File: src/rtl/ebb_pkg.sv
package ebb_pkg;
  typedef enum logic [1:0] {
    EV_CORR   = 2'd0,
    EV_UNCORR = 2'd1,
    EV_ALIAS  = 2'd2,
    EV_RSVD   = 2'd3
  } ev_class_e;
endpackage

File: src/rtl/ebb_period_timer.sv
module ebb_period_timer #(
  parameter int PER_W = 16
) (
  input  logic             clk,
  input  logic             rst,
  input  logic [PER_W-1:0] limit,
  output logic             tick
);
  logic [PER_W-1:0] cnt_q;
  logic             enabled;

  assign enabled = (limit != '0);
  assign tick    = enabled && (cnt_q >= limit);

  always_ff @(posedge clk) begin
    if (rst || !enabled) begin
      cnt_q <= '0;
    end else if (tick) begin
      cnt_q <= '0;
    end else begin
      cnt_q <= cnt_q + 1'b1;
    end
  end
endmodule

File: src/rtl/ebb_bucket_field.sv
module ebb_bucket_field #(
  parameter int CNT_W = 4
) (
  input  logic             clk,
  input  logic             rst,
  input  logic             inc,
  input  logic             leak,
  input  logic             clr,
  input  logic [CNT_W-1:0] thr,
  output logic [CNT_W-1:0] cnt,
  output logic             frz_evt
);
  localparam logic [CNT_W-1:0] FULL = '1;

  logic [CNT_W-1:0] cnt_q, cnt_nxt, cnt_up;
  logic             frz_q, up, dn;

  assign up     = inc && (cnt_q != FULL);
  assign dn     = leak && (cnt_q != '0);
  assign cnt_up = cnt_q + 1'b1;

  always_comb begin
    cnt_nxt = cnt_q;
    if (up && !dn)      cnt_nxt = cnt_up;
    else if (dn && !up) cnt_nxt = cnt_q - 1'b1;
  end

  assign frz_evt = !clr && !frz_q && up && !dn &&
                   (thr != '0) && (cnt_up == thr);

  always_ff @(posedge clk) begin
    if (rst || clr) begin
      cnt_q <= '0;
      frz_q <= 1'b0;
    end else if (!frz_q) begin
      cnt_q <= cnt_nxt;
      if (frz_evt) frz_q <= 1'b1;
    end
  end

  assign cnt = cnt_q;
endmodule

File: src/rtl/ebb_bucket_set.sv
module ebb_bucket_set #(
  parameter int NUM_RANKS = 8,
  parameter int CNT_W     = 4
) (
  input  logic                       clk,
  input  logic                       rst,
  input  logic [NUM_RANKS-1:0]       inc_vec,
  input  logic                       leak,
  input  logic [NUM_RANKS-1:0]       clr_vec,
  input  logic [CNT_W-1:0]           thr,
  output logic [NUM_RANKS*CNT_W-1:0] word,
  output logic                       frz_any
);
  logic [NUM_RANKS-1:0] frz_vec;

  for (genvar g = 0; g < NUM_RANKS; g++) begin : g_field
    ebb_bucket_field #(.CNT_W(CNT_W)) u_field (
      .clk     (clk),
      .rst     (rst),
      .inc     (inc_vec[g]),
      .leak    (leak),
      .clr     (clr_vec[g]),
      .thr     (thr),
      .cnt     (word[g*CNT_W +: CNT_W]),
      .frz_evt (frz_vec[g])
    );
  end

  assign frz_any = |frz_vec;
endmodule

File: src/rtl/err_bucket_bank.sv
module err_bucket_bank #(
  parameter int NUM_RANKS = 8,
  parameter int CNT_W     = 4,
  parameter int PER_W     = 16
) (
  input  logic                       clk,
  input  logic                       rst,
  input  logic                       ev_valid,
  input  logic [$clog2(NUM_RANKS)-1:0] ev_rank,
  input  logic [1:0]                 ev_class,
  input  logic [CNT_W-1:0]           frz_thresh,
  input  logic [PER_W-1:0]           period_limit,
  input  logic                       sw_wr_en,
  input  logic                       sw_wr_sel,
  input  logic [NUM_RANKS*CNT_W-1:0] sw_wr_data,
  input  logic                       sts_clr,
  output logic                       leak_tick,
  output logic [NUM_RANKS*CNT_W-1:0] ce_word,
  output logic [NUM_RANKS*CNT_W-1:0] ue_word,
  output logic                       thr_hit
);
  import ebb_pkg::*;
  localparam int RANK_W = $clog2(NUM_RANKS);

  ev_class_e            cls;
  logic                 to_ce, to_ue;
  logic [NUM_RANKS-1:0] ce_inc, ue_inc, ce_clr, ue_clr;
  logic                 ce_frz, ue_frz, hit_q;

  assign cls   = ev_class_e'(ev_class);
  assign to_ce = ev_valid && (cls == EV_CORR || cls == EV_ALIAS);
  assign to_ue = ev_valid && (cls == EV_UNCORR);

  for (genvar g = 0; g < NUM_RANKS; g++) begin : g_dec
    logic hit_rank, nib_full;
    assign hit_rank  = (ev_rank == RANK_W'(g));
    assign nib_full  = (sw_wr_data[g*CNT_W +: CNT_W] == {CNT_W{1'b1}});
    assign ce_inc[g] = to_ce && hit_rank;
    assign ue_inc[g] = to_ue && hit_rank;
    assign ce_clr[g] = sw_wr_en && !sw_wr_sel && nib_full;
    assign ue_clr[g] = sw_wr_en &&  sw_wr_sel && nib_full;
  end

  ebb_period_timer #(.PER_W(PER_W)) u_timer (
    .clk   (clk),
    .rst   (rst),
    .limit (period_limit),
    .tick  (leak_tick)
  );

  ebb_bucket_set #(.NUM_RANKS(NUM_RANKS), .CNT_W(CNT_W)) u_ce (
    .clk     (clk),
    .rst     (rst),
    .inc_vec (ce_inc),
    .leak    (leak_tick),
    .clr_vec (ce_clr),
    .thr     (frz_thresh),
    .word    (ce_word),
    .frz_any (ce_frz)
  );

  ebb_bucket_set #(.NUM_RANKS(NUM_RANKS), .CNT_W(CNT_W)) u_ue (
    .clk     (clk),
    .rst     (rst),
    .inc_vec (ue_inc),
    .leak    (leak_tick),
    .clr_vec (ue_clr),
    .thr     (frz_thresh),
    .word    (ue_word),
    .frz_any (ue_frz)
  );

  always_ff @(posedge clk) begin
    if (rst) hit_q <= 1'b0;
    else     hit_q <= (hit_q && !sts_clr) || ce_frz || ue_frz;
  end

  assign thr_hit = hit_q;
endmodule

File: config.mk
export PLATFORM = sky130hd
export DESIGN_NAME = err_bucket_bank
export DESIGN_NICKNAME = d
export VERILOG_FILES = /design/src/rtl/ebb_pkg.sv /design/src/rtl/ebb_period_timer.sv /design/src/rtl/ebb_bucket_field.sv /design/src/rtl/ebb_bucket_set.sv /design/src/rtl/err_bucket_bank.sv
export SDC_FILE = /design/constraint.sdc
export NUM_CORES = 1
export LEC_CHECK = 0
export BUFFER_PORTS_ARGS = -buffer_cell sky130_fd_sc_hd__buf_4
export CAP_MARGIN = 20
export CORE_MARGIN = 3
export CORE_UTILIZATION = 60
export DETAILED_ROUTE_END_ITERATION = 7
export PLACE_DENSITY = 0.85
export RECOVER_POWER = 50
export SLEW_MARGIN = 10
export SYNTH_ARGS = -nofsm -noshare
export SYNTH_HDL_FRONTEND = slang
export SYNTH_SLANG_ARGS = --single-unit
File: constraint.sdc
create_clock -name clk -period 4.8 [get_ports clk]
set_input_delay 0.72 -clock clk [delete_from_list [all_inputs] [get_ports clk]]
set_output_delay 0.72 -clock clk [all_outputs]
set_load 0.02 [all_outputs]
* Word-level counts from Yosys, hierarchy flattened *
Index checks and enable logic that the tools add are counted.

word-level totals
  bits in registers = 97
  latch bits = 0
  memory bits (writable) = 0
  ROM bits = 0
  output and inout bits = 66
  memories = 0

operators by class
  $add $sub $neg = 33
  multipliers = 0
  divide/modulo/power cells = 0
  $lt $le $gt $ge = 1
  equality and inequality tests = 49
  shift-type cells = 0
  mux-type cells = 64
  bitwise operators = 16
  reduce and logical (&&, ||, !) cells = 324

operators by type and width
  operator               count
  $logic_and 1x1->1      182
  $mux 4                 32
  $reduce_bool 4->1      17
  $logic_not 1->1        67
  $add 4x1->4 const B    16
  $eq 4x4->1             16
  $ne 4x4->1 const B     16
  $sub 4x1->4 const B    16
  $eq 4x4->1 const B     8
  $mux 1                 32
  $reduce_and 2->1       16
  $reduce_bool 2->1      16
  $logic_or 1x1->1       20
  $add 16x1->16 const B  1
  $ge 16x16->1           1
  $not 1->1              16
  $reduce_bool 16->1     1
  $reduce_or 8->1        2
  $eq 3x3->1 const B     4
  $eq 3x2->1 const B     2
  $eq 3x1->1 const B     1
  $logic_not 3->1        1
  $eq 2x1->1 const B     1
  $eq 2x2->1 const B     1
  other kinds (2)        2

* Longest topological paths before layout *
  depth in word-level cells = 12
  gate-level depth with buffers = 14

* Hierarchy *
A second synthesis with hierarchy kept.

unflattened totals
  cell total of the unflattened synthesis = 945
  area, all modules = 8246.7 um2

modules (own cells, without submodules)
  module            instances  cells each  area an instance (um2)
  ebb_bucket_field  16         47          426.7
  ebb_period_timer  1          133         1103.6
  err_bucket_bank   1          54          284.0
  ebb_bucket_set    2          3           16.3

* Worst setup path before layout *
OpenSTA, ideal clock, no wires.

  path type = input -> register
  start = in period_limit[15]
  end = reg u_ce.g_field[3].u_field.cnt_q[3]
  arrival time = 3188 ps
  data required time = 4685 ps
  setup slack = 1498 ps
  stages on the path = 13
  buffers on the path = 1
  cells stage by stage = inv_1 > ha_1 > nand2_1 > nor4_4 > o311ai_4 > a21boi_4 > buf_2 > nand2_1 > ha_1 > and4_1 > o21ai_0 > xor2_1 > nor2_1

between the ends
  longest elaborated chain between the ends = 7
  elaborated cells on any way between the ends = 10
  classes of those cells = 1 x order compare; 1 x mux; 8 x reduce/logical

ends and longest elaborated chain
  item                                                RTL line                                        RTL
  start, declared                                     err_bucket_bank.sv:12                           input logic [PER_W-1:0] period_limit,
  $ge 16x16->1 or $reduce_bool 16->1 (tied branches)  ebb_period_timer.sv:13, ebb_period_timer.sv:12
  $logic_and 1x1->1 (*)                               ebb_period_timer.sv:13                          assign tick = enabled && (cnt_q >= limit);
  net leak_tick                                       err_bucket_bank.sv:17                           output logic leak_tick,
  $logic_and 1x1->1 (*)                               ebb_bucket_field.sv:19                          assign dn = leak && (cnt_q != '0);
  $logic_not 1->1                                     ebb_bucket_field.sv:24                          if (up && !dn) cnt_nxt = cnt_up;
  $logic_and 1x1->1                                   ebb_bucket_field.sv:24
  $reduce_bool 2->1 (no line)                         n/a
  $reduce_and 2->1 (no line)                          n/a
  end signal, assigned                                ebb_bucket_field.sv:36                          cnt_q <= cnt_nxt;
  end, declared                                       ebb_bucket_field.sv:15                          logic [CNT_W-1:0] cnt_q, cnt_nxt, cnt_up;

Mark *: on every way through the listed nets, which the timed path passes. The rest lies on a longest branch.
A chain may end at the register's enable or synchronous reset.

* Worst setup path after layout *
  start = in period_limit[15]
  end = out leak_tick

between the ends
  longest elaborated chain between the ends = 2
  elaborated cells on any way between the ends = 3
  classes of those cells = 1 x order compare; 2 x reduce/logical

ends and longest elaborated chain
  item                                                RTL line
  $ge 16x16->1 or $reduce_bool 16->1 (tied branches)  ebb_period_timer.sv:13, ebb_period_timer.sv:12
  $logic_and 1x1->1 (*)                               ebb_period_timer.sv:13
  end, declared                                       err_bucket_bank.sv:17

Every way passes the cells marked *; elsewhere a longest branch is shown, timed or not.

==> impl_metrics.env <==
export IMPL_power_frac_seq_pct=46.9
export IMPL_crit_fanout=17
export IMPL_drive_above_1_share_pct=9.84
export IMPL_gp_congestion=0.944
export IMPL_clock_latency_ns=0.36
export IMPL_fin_setup_tns_ns=0
export IMPL_cp_end_kind="primary output"
export IMPL_cts_reportedPaths_clkPinSlew_ns=0.07
export IMPL_rr_worst_depth=11
export IMPL_die_x_um=118
export IMPL_ys_flop_type="dfxtp_1"
export IMPL_path_class="in -> out"
export IMPL_wl_per_cell_um=15.8
export IMPL_reg2reg_to="u_ue.g_field[1].u_field.cnt[3]"
export IMPL_ys_ff_latch=97
export IMPL_ant_nets=0
export IMPL_cp_slowest_cell="nor4_1"
export IMPL_netlist_area_mm2=0.00747
export IMPL_skew_ns=0.00835
export IMPL_grt_pass1_wl_um=32700
export IMPL_total_power_w=0.00179
export IMPL_fmax_mhz=253
export IMPL_area_growth_pct=14.0
export IMPL_synth_most_common_cell="nor2_1"
export IMPL_async_flop_share_pct=0
export IMPL_cts_tree="yes"
export IMPL_switching_share_pct=27.6
export IMPL_rsz0062_at_grt="no"
export IMPL_cts_root_buf="clkbuf_16"
export IMPL_finalSetupViolCount=0
export IMPL_final_period_utilization_pct=82.3
export IMPL_r2r_slack_ns=1.13
export IMPL_worstPathRequired_ns=4.08
export IMPL_cpPeakStageDelay_ns=0.78
export IMPL_firstDrtPassIters=5
export IMPL_synthesis_nets=1086
export IMPL_ioPinCount=129
export IMPL_nets=1201
export IMPL_hp_class="reg -> reg"
export IMPL_coreArea_mm2=0.0121
export IMPL_crit_start="period_limit[15]"
export IMPL_post_cts_buffers=0
export IMPL_cts_buffers=9
export IMPL_ys_warn_count=0
export IMPL_cpLargestDelayFamily="compound AO/OA/AOI/OAI gates"
export IMPL_grtUsageTotal_pct=28.3
export IMPL_fp_dieH_um=118
export IMPL_endpoint="leak_tick"
export IMPL_layout_setup_ws_ns=0.849
export IMPL_hold_start="u_timer.cnt_q[0]"
export IMPL_drv_slew=0
export IMPL_post_place_ws_ns=1.12
export IMPL_cts_sinks=97
export IMPL_ctsHtreeMaxLevel=3
export IMPL_grt_max_degree=24
export IMPL_vias_per_cell=5.85
export IMPL_initial_utilization_pct=61.7
export IMPL_crit_chain="clkbuf_4, inv_1, ha_1, nand2_1, nor4_1, o311ai_4, a21boi_4, buf_4"
export IMPL_first_global_vias=6858
export IMPL_syn_inst=958
export IMPL_dieArea_mm2=0.0138
export IMPL_post_synth_top_area_cell="dfxtp_1"
export IMPL_yosysUniqueCellTypes=51
export IMPL_fill_cells=1047
export IMPL_remaining_drc_errors=0
export IMPL_r2r_start="u_timer.cnt_q[11]"
export IMPL_avgSynthCellArea_um2=7.79
export IMPL_post_route_min_period_ns=3.95
export IMPL_slew_headroom_pct=26.9
export IMPL_io_buffers=128
export IMPL_combPwrFrac_pct=15.1
export IMPL_vdd_ir_drop_max_mv=0.180
export IMPL_max_cap_violations=0
export IMPL_tightest_slew_ns=1.09
export IMPL_synth_edff_count=0
export IMPL_grt_overflow=0
export IMPL_synth_top_cells_by_count="152 x nor2_1, 97 x dfxtp_1, 85 x xnor2_1"
export IMPL_cts_resized=0
export IMPL_synthTopCellsByArea="dfxtp_1 26%, ha_1 11%, xnor2_1 10%, nor2_1 7.6%, xor2_1 7.0%"
export IMPL_p_clk_share_pct=38.0
export IMPL_antenna_cells=0
export IMPL_worst_ep_arrival_time_ns=3.23
export IMPL_synth_top_area_share_pct=26.0
export IMPL_cts_hold_buf=0
export IMPL_p_leak_nw=3.34
export IMPL_antenna_found_initial=0
export IMPL_cts_buffer_depth=2
export IMPL_cp_depth=8
export IMPL_wl_um=19700
export IMPL_place_hpwl_um=14400
export IMPL_cp_start_kind="primary input"
export IMPL_yosysSeqAreaShare_pct=26.0
export IMPL_status="finished, final reports clean"
export IMPL_power_internal_w=0.00130
export IMPL_hold_viol=0
export IMPL_path_buf_inv=3
export IMPL_drt_initial_drc_count=546
export IMPL_p_per_area_mw_per_mm2=210
export IMPL_p_sw_w=0.000495
export IMPL_num_vias=7286
export IMPL_rows=40
[flip-flops by register name, indices dropped and copies added (netlist names)]
register / count
u_ce.g_field.u_field.cnt: 32
u_ue.g_field.u_field.cnt: 32
u_timer.cnt_q: 16
u_ue.g_field.u_field.frz_q: 8
u_ce.g_field.u_field.frz_q: 8
thr_hit: 1
[layout make-up]
class | count | area, µm² | area share (%)
multi-input cells | 766 | 5120 | 60.1
flip-flops and latches | 97 | 1940 | 22.8
repair buffers | 128 | 717 | 8.42
inverters | 71 | 267 | 3.13
clock buffers | 12 | 246 | 2.89
well taps | 168 | 210 | 2.47
clock inverters | 3 | 17.5 | 0.206
[routing by layer]
metal  vias up  wire length [µm]  track usage (%)  part of all wire (%)
met5         -                 0                0                     0
met4         0               583             11.5                   3.0
met3        55              1640             7.16                   8.3
met2       288              9210             47.0                    47
met1      3392              8230             35.1                    42
li1       3551                 -                -                     -
[worst min-delay path by stage]
stage	endpoint	slack (ns)	cells after the start
2_1_floorplan	u_timer.cnt_q[0]	0.45	1
3_3_place_gp	u_timer.cnt_q[0]	0.48	1
3_5_place_dp	u_timer.cnt_q[0]	0.50	1
4_1_cts	u_timer.cnt_q[0]	0.51	1
5_1_grt	u_timer.cnt_q[0]	0.53	1
6_report	u_timer.cnt_q[0]	0.51	1
[power groups by stage]
stage | clock network [W] | logic, W | registers (W)
after floorplan | 0 | 0.000171 | 0.000863
after global placement | 0 | 0.000270 | 0.000859
after detailed placement | 0 | 0.000276 | 0.000859
after CTS | 0.000693 | 0.000278 | 0.000841
after global routing | 0.000718 | 0.000299 | 0.000843
final | 0.000681 | 0.000270 | 0.000841
[through the flow]
stage	util (%)	std cells	hold WS, ns	area [µm²]
5_1_grt	70.3	1245	0.525	8520
4_1_cts	72.6	1245	0.511	8790
6_report	70.3	1245	0.508	8520
3_5_place_dp	70.4	1230	0.501	8530
2_1_floorplan	-	958	0.453	7470
3_3_place_gp	70.4	1230	0.480	8530
[placed cells by master, fill, tap and decap left out, types with 11 or more instances in the layout]
| master | Yosys | final |
|---|---|---|
| clkbuf_1 | 13 | 67 |
| o21ai_0 | 39 | 39 |
| nand3_1 | 12 | 12 |
| dfxtp_1 | 97 | 97 |
| a311oi_1 | 12 | 12 |
| nand2_1 | 69 | 69 |
| nor4_1 | 35 | 36 |
| buf_4 | 2 | 62 |
| nand4_1 | 20 | 20 |
| xnor2_1 | 85 | 85 |
| mux2i_1 | 19 | 19 |
| nor3_1 | 30 | 30 |
| a21oi_1 | 50 | 50 |
| ha_1 | 65 | 65 |
| xor2_1 | 60 | 60 |
| and3_1 | 11 | 11 |
| inv_1 | 71 | 71 |
| nor2_1 | 152 | 152 |
| o211ai_1 | 13 | 13 |
| or2_2 | 22 | 22 |
[cell families (layout without fill, tap and decap cells)]
group           count (synthesis)  in the layout  share of synthesized area, %
flops                          97             97                          26.0
xor+xnor                      145            145                          17.0
buf+inv                        95            214                          5.03
mux                            19             19                          2.55
fa+ha+maj                      65             65                          10.9
simple gates                  380            380                          24.6
compound gates                157            157                          14.0
(Power assumes the default switching activity.)
